==> src/rtl/rp_pkg.sv <==
package rp_pkg;
  localparam int LS_W   = 4;
  localparam int SPD_W  = 4;
  localparam int N_CHG  = 7;

  localparam int B_CONN  = 0;
  localparam int B_EN    = 1;
  localparam int B_OC    = 3;
  localparam int B_RST   = 4;
  localparam int B_LS    = 5;
  localparam int B_PWR   = 9;
  localparam int B_SPD   = 10;
  localparam int B_IND   = 14;
  localparam int B_STRB  = 16;
  localparam int B_CHG   = 17;
  localparam int B_CAS   = 24;
  localparam int B_WAKE  = 25;
  localparam int B_WARM  = 31;

  localparam int C_CONN = 0;
  localparam int C_EN   = 1;
  localparam int C_WARM = 2;
  localparam int C_OC   = 3;
  localparam int C_RST  = 4;
  localparam int C_LINK = 5;
  localparam int C_CFG  = 6;

  localparam logic [LS_W-1:0] LS_U0       = 4'h0;
  localparam logic [LS_W-1:0] LS_U2       = 4'h2;
  localparam logic [LS_W-1:0] LS_U3       = 4'h3;
  localparam logic [LS_W-1:0] LS_RXDET    = 4'h5;
  localparam logic [LS_W-1:0] LS_INACTIVE = 4'h6;
  localparam logic [LS_W-1:0] LS_RECOVERY = 4'h8;
  localparam logic [LS_W-1:0] LS_RESUME   = 4'hF;
endpackage

==> src/rtl/rp_link_track.sv <==
module rp_link_track
  import rp_pkg::*;
(
  input  logic            clk,
  input  logic            rst_n,
  input  logic [LS_W-1:0] ls_i,
  output logic            plc_o
);
  logic [LS_W-1:0] prev_q;
  logic            via_q, via_d;

  always_comb begin
    plc_o = 1'b0;
    via_d = via_q;
    if (ls_i != prev_q) begin
      if (prev_q == LS_U3 && ls_i == LS_RESUME) plc_o = 1'b1;
      if (prev_q == LS_RESUME && ls_i == LS_U0) plc_o = 1'b1;
      if (prev_q == LS_U3 && ls_i == LS_U0) plc_o = 1'b1;
      if (prev_q == LS_U2 && ls_i == LS_U0) plc_o = 1'b1;
      if (prev_q == LS_RECOVERY && ls_i == LS_U0 && via_q) plc_o = 1'b1;
      if (ls_i == LS_INACTIVE) plc_o = 1'b1;
      via_d = (ls_i == LS_RECOVERY) && (prev_q == LS_U3 || prev_q == LS_RESUME);
    end
  end

  always_ff @(posedge clk or negedge rst_n) begin
    if (!rst_n) begin
      prev_q <= LS_RXDET;
      via_q  <= 1'b0;
    end else begin
      prev_q <= ls_i;
      via_q  <= via_d;
    end
  end

  assert_plc_target_R10: assert property (@(posedge clk) disable iff (!rst_n)
    plc_o |-> (ls_i == LS_U0 || ls_i == LS_RESUME || ls_i == LS_INACTIVE));
endmodule

==> src/rtl/rp_change_flags.sv <==
module rp_change_flags #(
  parameter int N = 7
) (
  input  logic         clk,
  input  logic         rst_n,
  input  logic [N-1:0] set_i,
  input  logic [N-1:0] clr_i,
  output logic [N-1:0] flag_o,
  output logic         any_o
);
  logic [N-1:0] flag_q, flag_d;

  for (genvar i = 0; i < N; i++) begin : g_flag
    assign flag_d[i] = set_i[i] | (flag_q[i] & ~clr_i[i]);

    always_ff @(posedge clk or negedge rst_n) begin
      if (!rst_n) flag_q[i] <= 1'b0;
      else        flag_q[i] <= flag_d[i];
    end

    assert_set_wins_R4: assert property (@(posedge clk) disable iff (!rst_n)
      set_i[i] |=> flag_q[i]);
    assert_w1c_R4: assert property (@(posedge clk) disable iff (!rst_n)
      (clr_i[i] && !set_i[i]) |=> !flag_q[i]);
  end

  assign flag_o = flag_q;
  assign any_o  = |flag_q;
endmodule

==> src/rtl/usb_root_port_regs.sv <==
module usb_root_port_regs
  import rp_pkg::*;
(
  input  logic        clk,
  input  logic        rst_n,
  input  logic        wr_en,
  input  logic [31:0] wr_data,
  output logic [31:0] rd_data,
  input  logic        hw_connect,
  input  logic        hw_overcurrent,
  input  logic [3:0]  hw_speed,
  input  logic [3:0]  hw_link_state,
  input  logic        hw_reset_done,
  input  logic        hw_warm_done,
  input  logic        hw_cold_attach,
  input  logic        hw_cfg_err,
  output logic        port_reset_req,
  output logic        warm_reset_req,
  output logic        link_wr_req,
  output logic [3:0]  link_wr_state,
  output logic        irq
);
  logic en_q, en_d, rst_q, rst_d, warm_q, warm_d, cas_q, cas_d;
  logic pwr_q, pwr_d;
  logic [1:0] ind_q, ind_d;
  logic [2:0] wake_q, wake_d;
  logic lwr_q, lwr_d;
  logic [LS_W-1:0] lst_q, lst_d;
  logic conn_q, oc_q;
  logic plc;
  logic rst_fin, warm_fin;
  logic [N_CHG-1:0] chg_set, chg_clr, chg;

  rp_link_track u_track (
    .clk   (clk),
    .rst_n (rst_n),
    .ls_i  (hw_link_state),
    .plc_o (plc)
  );

  always_comb begin
    rst_fin  = rst_q && hw_reset_done;
    warm_fin = warm_q && hw_warm_done;

    rst_d = rst_q;
    if (wr_en && wr_data[B_RST]) rst_d = 1'b1;
    if (rst_fin) rst_d = 1'b0;

    warm_d = warm_q;
    if (wr_en && wr_data[B_WARM]) warm_d = 1'b1;
    if (warm_fin) warm_d = 1'b0;

    cas_d = cas_q;
    if (hw_cold_attach) cas_d = 1'b1;
    if (warm_fin) cas_d = 1'b0;

    en_d = en_q;
    if (wr_en && wr_data[B_EN]) en_d = 1'b0;
    if (rst_fin) en_d = 1'b1;
    if (!hw_connect) en_d = 1'b0;

    pwr_d  = wr_en ? wr_data[B_PWR] : pwr_q;
    ind_d  = wr_en ? wr_data[B_IND +: 2] : ind_q;
    wake_d = wr_en ? wr_data[B_WAKE +: 3] : wake_q;

    lwr_d = wr_en && wr_data[B_STRB];
    lst_d = lwr_d ? wr_data[B_LS +: LS_W] : lst_q;

    chg_set         = '0;
    chg_set[C_CONN] = hw_connect ^ conn_q;
    chg_set[C_EN]   = en_q && wr_en && wr_data[B_EN];
    chg_set[C_WARM] = warm_fin;
    chg_set[C_OC]   = hw_overcurrent ^ oc_q;
    chg_set[C_RST]  = rst_fin;
    chg_set[C_LINK] = plc;
    chg_set[C_CFG]  = hw_cfg_err;
    chg_clr = wr_en ? wr_data[B_CHG +: N_CHG] : '0;
  end

  always_ff @(posedge clk or negedge rst_n) begin
    if (!rst_n) begin
      en_q   <= 1'b0;
      rst_q  <= 1'b0;
      warm_q <= 1'b0;
      cas_q  <= 1'b0;
      pwr_q  <= 1'b0;
      ind_q  <= '0;
      wake_q <= '0;
      lwr_q  <= 1'b0;
      lst_q  <= '0;
      conn_q <= 1'b0;
      oc_q   <= 1'b0;
    end else begin
      en_q   <= en_d;
      rst_q  <= rst_d;
      warm_q <= warm_d;
      cas_q  <= cas_d;
      pwr_q  <= pwr_d;
      ind_q  <= ind_d;
      wake_q <= wake_d;
      lwr_q  <= lwr_d;
      lst_q  <= lst_d;
      conn_q <= hw_connect;
      oc_q   <= hw_overcurrent;
    end
  end

  rp_change_flags #(.N(N_CHG)) u_flags (
    .clk    (clk),
    .rst_n  (rst_n),
    .set_i  (chg_set),
    .clr_i  (chg_clr),
    .flag_o (chg),
    .any_o  (irq)
  );

  always_comb begin
    rd_data                   = '0;
    rd_data[B_CONN]           = hw_connect;
    rd_data[B_EN]             = en_q;
    rd_data[B_OC]             = hw_overcurrent;
    rd_data[B_RST]            = rst_q;
    rd_data[B_LS +: LS_W]     = hw_link_state;
    rd_data[B_PWR]            = pwr_q;
    rd_data[B_SPD +: SPD_W]   = hw_speed;
    rd_data[B_IND +: 2]       = ind_q;
    rd_data[B_CHG +: N_CHG]   = chg;
    rd_data[B_CAS]            = cas_q;
    rd_data[B_WAKE +: 3]      = wake_q;
    rd_data[B_WARM]           = warm_q;
  end

  assign port_reset_req = rst_q;
  assign warm_reset_req = warm_q;
  assign link_wr_req    = lwr_q;
  assign link_wr_state  = lst_q;

  logic unused_wr_bits;
  assign unused_wr_bits = &{1'b0, wr_data[0], wr_data[3:2], wr_data[13:10], wr_data[24], wr_data[30:28]};

  assert_reset_done_R7: assert property (@(posedge clk) disable iff (!rst_n)
    (hw_reset_done && port_reset_req) |=> (!port_reset_req && rd_data[B_CHG + C_RST]));
  assert_no_strobe_R3: assert property (@(posedge clk) disable iff (!rst_n)
    (wr_en && !wr_data[B_STRB]) |=> !link_wr_req);
  assert_warm_done_R9: assert property (@(posedge clk) disable iff (!rst_n)
    (hw_warm_done && warm_reset_req) |=> (!warm_reset_req && !rd_data[B_CAS] && rd_data[B_CHG + C_WARM]));
  assert_irq_R5: assert property (@(posedge clk) disable iff (!rst_n)
    irq |-> (rd_data[B_CHG +: N_CHG] != '0));
  assert_disconnect_R8: assert property (@(posedge clk) disable iff (!rst_n)
    !hw_connect |=> !rd_data[B_EN]);
endmodule

==> config.mk <==
export PLATFORM = sky130hd
export DESIGN_NAME = usb_root_port_regs
export DESIGN_NICKNAME = d
export VERILOG_FILES = /design/src/rtl/rp_pkg.sv /design/src/rtl/rp_link_track.sv /design/src/rtl/rp_change_flags.sv /design/src/rtl/usb_root_port_regs.sv
export SDC_FILE = /design/constraint.sdc
export NUM_CORES = 1
export LEC_CHECK = 0
export ABC_AREA = 1
export BUFFER_PORTS_ARGS = -buffer_cell sky130_fd_sc_hd__buf_2
export CAP_MARGIN = 20
export CORE_MARGIN = 2
export CORE_UTILIZATION = 45
export DETAILED_ROUTE_END_ITERATION = 7
export PLACE_DENSITY = 0.85
export SETUP_SLACK_MARGIN = 0.2
export SLEW_MARGIN = 0
export SYNTH_ARGS = -nofsm -noshare
export SYNTH_HDL_FRONTEND = slang
export SYNTH_SLANG_ARGS = --single-unit
==> constraint.sdc <==
create_clock -name clk -period 1.65 [get_ports clk]
set_input_delay 0.0825 -clock clk [delete_from_list [all_inputs] [get_ports clk]]
set_output_delay 0.0825 -clock clk [all_outputs]
set_load 0.02 [all_outputs]
**Yosys cells after proc, flatten, opt, wreduce, memory -nomap -nowiden**

Cells that the tools add are included.

- Bits of input ports: 49
- Logic and storage cells: 90
- Output and inout port bits: 40
- Register bits after elaboration: 29

- Bitwise logic cells: 23
- Reductions and logical operators: 21
- Multiplexer cells: 17
- Eq/ne operators: 9

Operators by type and width:

| operator | count |
|---|---|
| $eq A4 B4 Y1 const B | 4 |
| $mux W1 | 16 |
| $logic_and A1 B1 Y1 | 15 |
| $eq A4 B2 Y1 const B | 2 |
| $and A1 B1 Y1 | 7 |
| $mux W7 | 1 |
| $not A1 Y1 | 7 |
| $or A1 B1 Y1 | 7 |
| $reduce_or A7 Y1 | 1 |
| $reduce_bool A2 Y1 | 3 |
| $eq A4 B3 Y1 const B | 1 |
| $logic_not A4 Y1 | 1 |
| $ne A4 B4 Y1 | 1 |
| $ne A3 B1 Y1 const B | 1 |
| $xor A1 B1 Y1 | 2 |
| $logic_or A1 B1 Y1 | 1 |

**Logic depth before layout (Yosys ltp)**

Gate-level depths: netlist (run 1).

- Word-level depth: 10
- Mapped depth: 8
- Gate-level depth less buffers: 8

**By module**

A second synthesis (run 1) with hierarchy kept.

- Cell total of the unflattened synthesis: 181
- Area, all modules: 1442.6 µm²

Modules (own cells, without submodules):

| module | seq. area each (µm²) | times used | area an instance (µm²) | cells each |
|---|---|---|---|---|
| usb_root_port_regs | 425.4 | 1 | 870.8 | 110 |
| rp_link_track | 127.6 | 1 | 295.3 | 44 |
| rp_change_flags | 175.2 | 1 | 276.5 | 27 |

**Worst setup path after synthesis (run 1)**

No wires, ideal clock.

- Path type: reg-to-reg
- From: reg u_track.prev_q[2]
- To: reg u_flags.flag_q[5] (netlist: u_flags.flag_o[5])
- Period minus slack after synthesis: 1006 ps
- Path buffers: 0
- Arrival time: 890 ps
- Setup time: 116 ps
- Required time: 1534 ps
- Cell stages (with the launch flop): 8
- Slack: 644 ps
- Cells stage by stage: dfstp_2 -> nor2_2 -> nand2_1 -> nand3_1 -> nand2_1 -> nand2_1 -> nand2_1 -> nand2_1

- Longest elaborated chain between the ends: 10
- Elaborated cells between the ends (all ways): 19
- Those cells by class: 5 x eq/ne; 7 x mux; 1 x bitwise; 6 x reduce/logical

Ends and longest elaborated chain:

| element | RTL line | source |
|---|---|---|
| start, declared | rp_link_track.sv:9 | `logic [LS_W-1:0] prev_q;` |
| start signal, assigned | rp_link_track.sv:31 | `prev_q <= ls_i;` |
| $eq A4 B2 Y1 | rp_link_track.sv:16, rp_link_track.sv:18 |  |
| $logic_and A1 B1 Y1 | rp_link_track.sv:16 | `if (prev_q == LS_U3 && ls_i == LS_RESUME) plc_o = 1'b1;` |
| $mux W1 | rp_link_track.sv:16 |  |
| $mux W1 | rp_link_track.sv:17 | `if (prev_q == LS_RESUME && ls_i == LS_U0) plc_o = 1'b1;` |
| $mux W1 | rp_link_track.sv:18 | `if (prev_q == LS_U3 && ls_i == LS_U0) plc_o = 1'b1;` |
| $mux W1 | rp_link_track.sv:19 | `if (prev_q == LS_U2 && ls_i == LS_U0) plc_o = 1'b1;` |
| $mux W1 | rp_link_track.sv:20 | `if (prev_q == LS_RECOVERY && ls_i == LS_U0 && via_q) plc_o = 1'b1;` |
| $mux W1 | rp_link_track.sv:21 | `if (ls_i == LS_INACTIVE) plc_o = 1'b1;` |
| $mux W1 (*) | rp_link_track.sv:15 | `if (ls_i != prev_q) begin` |
| $or A1 B1 Y1 (*) | rp_change_flags.sv:14 | `assign flag_d[i] = set_i[i] \| (flag_q[i] & ~clr_i[i]);` |
| via u_flags.flag_d[5] | rp_change_flags.sv:11 | `logic [N-1:0] flag_q, flag_d;` |
| end signal, assigned by index | rp_change_flags.sv:18 | `else flag_q[i] <= flag_d[i];` |
| end, declared | rp_change_flags.sv:11 |  |

Mark *: on every way through the listed nets, which the timed path passes. The rest lies on a longest branch.
A chain may end at the register's enable or synchronous reset.

**Worst setup path after layout (run 1)**

- From: reg u_flags.flag_q[2] (netlist: u_flags.flag_o[2])
- To: out irq

- Longest elaborated chain between the ends: 1

Ends and longest elaborated chain:

| element | RTL line | source |
|---|---|---|
| $reduce_or A7 Y1 | rp_change_flags.sv:28 | `assign any_o = \|flag_q;` |
| end, declared | usb_root_port_regs.sv:21 | `output logic irq` |

No other way between the ends.

==> reports/results.txt, run 1 <==
Mapped Area: 1368 um2
Latest clock arrival within the worst-skew pair: 320 ps
Mean post-synth cell area: 9.699 um2
Ys Warns: 0
Tot Pwr: 0.001708 W
Pwr Density: 918.3 nW/um2
Ys async rst share: 100.0%
Synthesized instance count: 141
Gr ovfl total: 0
Vias in the first global route: 1105
Clock tree buffer depth: 2
Critical path data required time: 1570 ps
Core area: 2978 um2
Hold violation count in the final report: 0
CP Launch Type: flop
Share of cells above drive strength 1: 40.09%
FMAX: 761.8 MHz
Worst-margin pin slew: 619.9 ps
CP max FO: 3
Critical Path AT: 1230 ps
Gp weighted congestion: 0.7590
Fin Setup TNS: 0 ps
Largest cells by area after synthesis: dfrtp_1 (49%), nand2_1 (12%), buf_4 (11%)
Max-cap violations: 0
Area grow syn2layout: 36.05%
Antenna Nets Post-Route: 0
Die Area: 3496 um2
WP buf/inv: 1
Nets: 267
Row count: 20
Post-synth top area share: 49.41%
Seq/Total Area, Yosys: 53.25%
Antenna diodes: 0
Post-synth top flop: dfrtp_1
Crit-path slowest cell: dfrtp_1
Most frequent cells after synthesis: nand2_1 (45), dfrtp_1 (27), buf_4 (20)
Die width: 59.13 um
Status: complete, no violations
Initial antenna violation count: 0
Setup Viol. Count Final: 0
Crit-path max cell delay: 420 ps
Cell taking the most area after synthesis: dfrtp_1
DP HPWL: 1936 um
PortBufs: 64
Critical-path cell list: nor4_2 -> nand2_1 -> buf_2
Top-count cell post-synth: nand2_1
Routed via count: 1158
Worst-path clk slew: 90 ps
Final Max Slew Viols: 0
Post-synthesis sequential element count: 29
Final clock skew: 3.025 ps
CTS tree: yes
Layout Cells excl Fill: 250
Worst VDD drop: 0.6391 mV
Pin count of the biggest net entering global routing: 30
Distinct cells, synth: 25
CTS buffer count: 5
Initial core utilization: 45.92%
CP Capture Type: output pin
Die height: 59.13 um
Final period util: 79.56%
Post-layout min period: 1313 ps
CP top delay family: flip-flops
I/O pin count: 89
Initial DRC count: 11
First-pass iteration count of the detailed router: 4
LEAKAGE: 0.9811 nW
Filler cells: 248
Worst hold margin: 12.26 ps
CTS sink count: 29
Post-route DRC: 0
WS Path Type: flop to output pin
Number of synthesized flops with an enable pin: 0
Wire length per cell: 12.32 um
First-pass GRT wire length: 4795 um
Placed cell count: 220
Max transition margin: 58.67%
Hold Crit Class: primary input to flop
Clock Tree Root: clkbuf_4
GRT Total Usage: 19.27%
DRT Wirelength: 3079 um
Vias per cell: 4.632
H-tree depth: 2
RSZ-0062 raised after global routing: no
==> final timing paths <==
check	startpoint	to	slack, ps	cells past startpoint
max in group asynchronous	rst_n	u_track.via_q	930	2
min in group asynchronous	rst_n	u_flags.flag_o[3]	320	2
worst min-delay path	wr_data[17]	u_flags.flag_o[0]	10	4
worst max-delay path	u_flags.flag_o[2]	irq	340	3
worst max register to register	warm_reset_req	u_flags.flag_o[2]	410	3
worst min register to register	cas_q	cas_q	480	1
==> sequential cells by signal, indices dropped and copies added (netlist names) <==
name / flops
u_flags.flag_o: 7
link_wr_state: 4
u_track.prev_q: 4
wake_q: 3
ind_q: 2
cas_q: 1
conn_q: 1
en_q: 1
link_wr_req: 1
oc_q: 1
port_reset_req: 1
pwr_q: 1
u_track.via_q: 1
warm_reset_req: 1
==> metal layers <==
metal | global-route usage [%] | up-vias | wire length, um
met5 | 0 | - | 0
li1 | - | 575 | -
met2 | 32.38 | 54 | 1549
met3 | 8.079 | 10 | 206
met1 | 19.86 | 519 | 1228
met4 | 11.69 | 0 | 94
==> power breakdown <==
part	internal (W)	switching (W)
clock	0.000147	0.000222
combinational	0.000198	0.000279
sequential	0.000796	0.0000662
==> cell usage in the layout, fill, tap and decap left out, drive strengths merged, types with 2 or more instances in the layout <==
cell | netlist | layout
o21a | 2 | 2
xnor2 | 2 | 2
o21ai | 3 | 3
dfrtp | 27 | 27
nor2 | 6 | 6
xor2 | 4 | 4
inv | 8 | 8
nand4 | 2 | 2
conb | 1 | 5
clkbuf | 0 | 5
nand3 | 3 | 3
dlygate4sd3 | 0 | 24
mux2 | 6 | 6
buf | 22 | 64
nand2 | 45 | 45
dfstp | 2 | 2
==> metrics by stage <==
stage	util [%]	worst slack [ps]	instance area, um2
after floorplan	-	643.9	1383
after global placement	52.77	576.1	1572
after detailed placement	52.77	569.4	1572
after CTS	62.27	302.0	1854
after global routing	62.48	221.9	1861
final	62.48	337.3	1861
==> cells by family after synthesis <==
kind of cell | after synthesis | share of synthesized area [%]
compound gates | 9 | 4.391
mux | 6 | 4.940
buf+inv | 30 | 14.82
flops | 29 | 53.25
simple gates | 60 | 18.48
xor+xnor | 6 | 3.843
other cells | 1 | 0.2742
==> layout make-up <==
cell class	count	area (um2)	share of cell area (%)
clock buffers	5	37.54	2.017
clock inverters	1	5.005	0.2690
inverters	8	30.03	1.614
multi-input cells	86	457.9	24.61
flip-flops and latches	29	728.2	39.14
well taps	33	41.29	2.219
repair buffers	88	560.5	30.13
==> repair_timing <==
action | 4_1_cts | 5_1_grt
setup endpoints to repair | 0 | 1
gates resized for setup | 0 | 1
setup buffers | 0 | 0
hold endpoints to repair | 49 | 0
hold buffers | 24 | 0
==> worst min-delay path: stages <==
cell,delay [ps]
buf_2,70
nand2_1,40
nand2_1,50
nand2_1,50
Power figures use the tool's default switching activity.
==> run 2: changes to the inputs <==
--- a/config.mk
+++ b/config.mk
@@ -5,13 +5,13 @@
 export SDC_FILE = /design/constraint.sdc
 export NUM_CORES = 1
 export LEC_CHECK = 0
-export ABC_AREA = 1
+export ABC_AREA = 0
 export BUFFER_PORTS_ARGS = -buffer_cell sky130_fd_sc_hd__buf_2
 export CAP_MARGIN = 20
 export CORE_MARGIN = 2
-export CORE_UTILIZATION = 45
+export CORE_UTILIZATION = 37
 export DETAILED_ROUTE_END_ITERATION = 7
-export PLACE_DENSITY = 0.85
+export PLACE_DENSITY = 0.75
 export SETUP_SLACK_MARGIN = 0.2
 export SLEW_MARGIN = 0
 export SYNTH_ARGS = -nofsm -noshare
==> constraint.sdc (replaced) <==
create_clock -name clk -period 1.1 [get_ports clk]
set_input_delay 0.055 -clock clk [delete_from_list [all_inputs] [get_ports clk]]
set_output_delay 0.055 -clock clk [all_outputs]
set_load 0.02 [all_outputs]
==> run 2 against run 1 <==
Sequential share of layout area is 7.7 points lower. Highest routed layer unchanged. Hold slack worse by 1.5 ps. The flow now finishes with violations (setup timing). Area after synthesis shrank 3.3%. Critical path depth rose by 1. Critical endpoint unchanged. Largest cell class is now buffers. Power increased by 79%. Combinational power is 82% higher. Global-route usage up 0.25 points. Non-clock buffer count up 23. Setup slack got worse by 650 ps. Die area is 16% higher. Wire length up 22%.
==> reports/results.txt, run 2 <==
Status: finished with violations
DP HPWL: 2176 um (+12%)
Final instance area: 2328 um2 (+25%)
Hold violation count in the final report: 0 (unchanged)
CP Capture Type: output pin
Mux share of post-synthesis cell area: 10.03% (+5.1 points)
Met1 GRT Util: 20.27% (+0.42 points)
Number of synthesized flops with an enable pin: 0 (unchanged)
Met2 Resource Use GR: 33.59% (+1.2 points)
CP Launch Type: flop
Post-synth top flop: dfrtp_1
GRT met3 Usage: 6.690% (-1.4 points)
Register-to-Register Path Depth: 4 (+1)
First-pass GRT wire length: 5975 um (+25%)
Mean post-synth cell area: 11.70 um2 (+21%)
Most frequent cells in the layout: buf_2 (39), buf_6 (33), dlygate4sd3_1 (28), dfrtp_1 (23), nand2_1 (16)
Violated checks: setup timing
Largest register FFs: 7 (unchanged)
Nets: 262 (-1.9%)
CTS sink count: 29 (unchanged)
Placed Area: 1665 um2 (+6.0%)
DRT Wirelength: 3742 um (+22%)
Worst slack, placed: -207.7 ps (-777.1 ps)
Post-layout min period: 1411 ps
Largest family of logic cells by synthesized area: buffers and inverters
Pwr Density: 1315 nW/um2 (+43%)
CTS tree: yes
H-tree depth: 2 (unchanged)
Final clock skew: 12.62 ps (+9.591 ps)
Latest clock arrival within the worst-skew pair: 320 ps (about the same)
Setup Viol. Count Final: 4 (+4)
Crit-path max cell delay: 450 ps (+30 ps)
Share of cells above drive strength 1: 54.21% (+14 points)
Critical Path AT: 1360 ps (+130 ps)
Simple-gate share of the synthesized area: 10.50% (-8.0 points)
I/O pin count: 89 (unchanged)
Worst Setup EP: irq
PortBufs: 64 (unchanged)
Worst VDD drop: 0.9119 mV (+43%)
Reg2reg start: u_track.prev_q[2]
FMAX: 709.0 MHz
Largest cells by area after synthesis: dfrtp_1 (51%), buf_4 (11%), mux2_2 (8.5%)
Area grow syn2layout: 76.06%
Post-Synth Adder-Cell Area: 0% (unchanged)
Wire length per cell: 14.39 um (+17%)
Clock tree buffer depth: 2 (unchanged)
GRT Total Usage: 19.52% (+0.25 points)
Layout Cells excl Fill: 260 (+4.0%)
Initial core utilization: 39.02% (-6.9 points)
Die Area: 4069 um2 (+16%)
R2r endpoint: u_flags.flag_o[5]
Xor and xnor area share after synthesis: 4.636% (+0.79 points)
Distinct cells, synth: 28 (+12%)
Post-synth top area share: 51.09% (+1.7 points)
Most frequent cells after synthesis: dfrtp_1 (27), buf_4 (20), nand2_1 (17)
Placed cell count: 216 (-1.8%)
CP max FO: 2 (-1)
Mapped Area: 1323 um2 (-3.3%)
RSZ-0062 raised after global routing: yes
Compound-gate portion of the synthesized area: 6.812% (+2.4 points)
Cell taking the most area after synthesis: dfrtp_1
Hold Crit Class: primary input to flop
Max-cap violations: 0 (unchanged)
Seq/Total Area, Yosys: 55.06% (+1.8 points)
Synthesized instance count: 113 (-20%)
Row count: 21 (+5.0%)
R2R setup slack: -250 ps (-660 ps)
CP Depth: 4 (+1)
Initial antenna violation count: 0 (unchanged)
Critical-path cell list: nor4_4 -> buf_4 -> nand2_2 -> buf_6
Die width: 63.79 um (+7.9%)
Busiest grt layer: met2
Core area: 3390 um2 (+14%)
Vias in the first global route: 1306 (+18%)
Die height: 63.79 um (+7.9%)
Final period util: 128.2%
WS Path Type: flop to output pin
Antenna diodes: 0 (unchanged)
Antenna Nets Post-Route: 0 (unchanged)
Ys Warns: 0 (unchanged)
CTS buffer count: 5 (unchanged)
Worst hold margin: 10.77 ps (-1.495 ps)
Top-count cell post-synth: dfrtp_1
Crit-path slowest cell: dfrtp_2
Post-route DRC: 0 (unchanged)
WP buf/inv: 2 (+1)
Post-synthesis sequential element count: 29 (unchanged)
Final worst setup slack: -310.5 ps (-647.8 ps)
Initial DRC count: 51 (+40)
Final Max Slew Viols: 0 (unchanged)
Worst Setup SP: u_flags.flag_o[4]
Most common cell after layout, fill and taps aside: buf_2
Ys async rst share: 100.0% (unchanged)
CP top delay family: flip-flops
First-pass iteration count of the detailed router: 4 (unchanged)
Vias per cell: 4.627 (-0.11%)
Routed via count: 1203 (+3.9%)
Critical path data required time: 1040 ps (-530 ps)
Gr ovfl total: 0 (unchanged)
Gp weighted congestion: 0.8017 (+5.6%)
Pin count of the biggest net entering global routing: 17 (-43%)
Worst-path clk slew: 100 ps (about the same)
Clock Tree Root: clkbuf_4
Tot Pwr: 0.003062 W (+79%)
LEAKAGE: 1.112 nW (+13%)
[run 2: changes by cell type after synthesis, sizes merged, moves of 3 or more]
cell / before / now
nand2: 45 / 17
inv: 8 / 2
nand3: 3 / 0
nor2: 6 / 3
mux2: 6 / 10
[run 2: power by group]
group	leakage (nW)	total, W	internal [W]	switching, W
combinational	0.730	0.000866	0.000485	0.000381
sequential	0.337	0.00127	0.00117	0.0000976
clock	0.0445	0.000925	0.000540	0.000385
total	1.11	0.00306	0.00220	0.000864
[run 2: area by class of cell]
cell class              instances  area [um2]
inverters                       2       7.507
well taps                      46       57.56
clock buffers                   6       51.30
fillers                       238        1061
flip-flops and latches         29       733.2
multi-input cells              64       486.7
repair buffers                111       954.7
clock inverters                 2       37.54
[run 2: worst min path at each step]
stage	from	cells past startpoint	slack (ps)	to
floorplan	rst_n	0	-240	cas_q
global placement	rst_n	1	-20	link_wr_state[3]
detailed placement	rst_n	1	-30	link_wr_state[0]
CTS	hw_connect	3	4	u_flags.flag_o[0]
global route	hw_connect	2	1	en_q
finish	hw_connect	3	10	u_flags.flag_o[0]
[run 2: logic make-up after synthesis]
| family | count (synthesis) |
|---|---|
| compound gates | 11 |
| xor+xnor | 7 |
| buf+inv | 24 |
| flops | 29 |
| mux | 12 |
| other cells | 1 |
| simple gates | 29 |
[run 2: repair_timing]
item,in CTS,in global routing
setup endpoints to repair,27,32
endpoints found under the hold margin,52,0
hold buffers,28,0
pin swaps,8,4
buffers inserted,6,2
gates resized for setup,60,9
gates cloned,0,0
[run 2: through the flow]
stage / util, % / TNS (ps)
floorplan: - / -219.2
global placement: 49.13 / -413.2
detailed placement: 49.13 / -447.0
CTS: 67.22 / -639.6
global route: 68.70 / -1136
finish: 68.70 / -833.5
[run 2: metal layers]
metal | vias to the layer above | routed length [um] | share of wire [%]
met3 | 13 | 267 | 7.1
met1 | 570 | 1435 | 38
met2 | 61 | 1900 | 51
met4 | 0 | 138 | 3.7
met5 | - | 0 | 0
li1 | 559 | - | -
[run 2: worst register-to-register path, stage by stage (launching register included)]
cell and delay, ps:
dfstp_2 620, inv_2 50, a221o_1 320, a32oi_1 160, o21ai_1 90
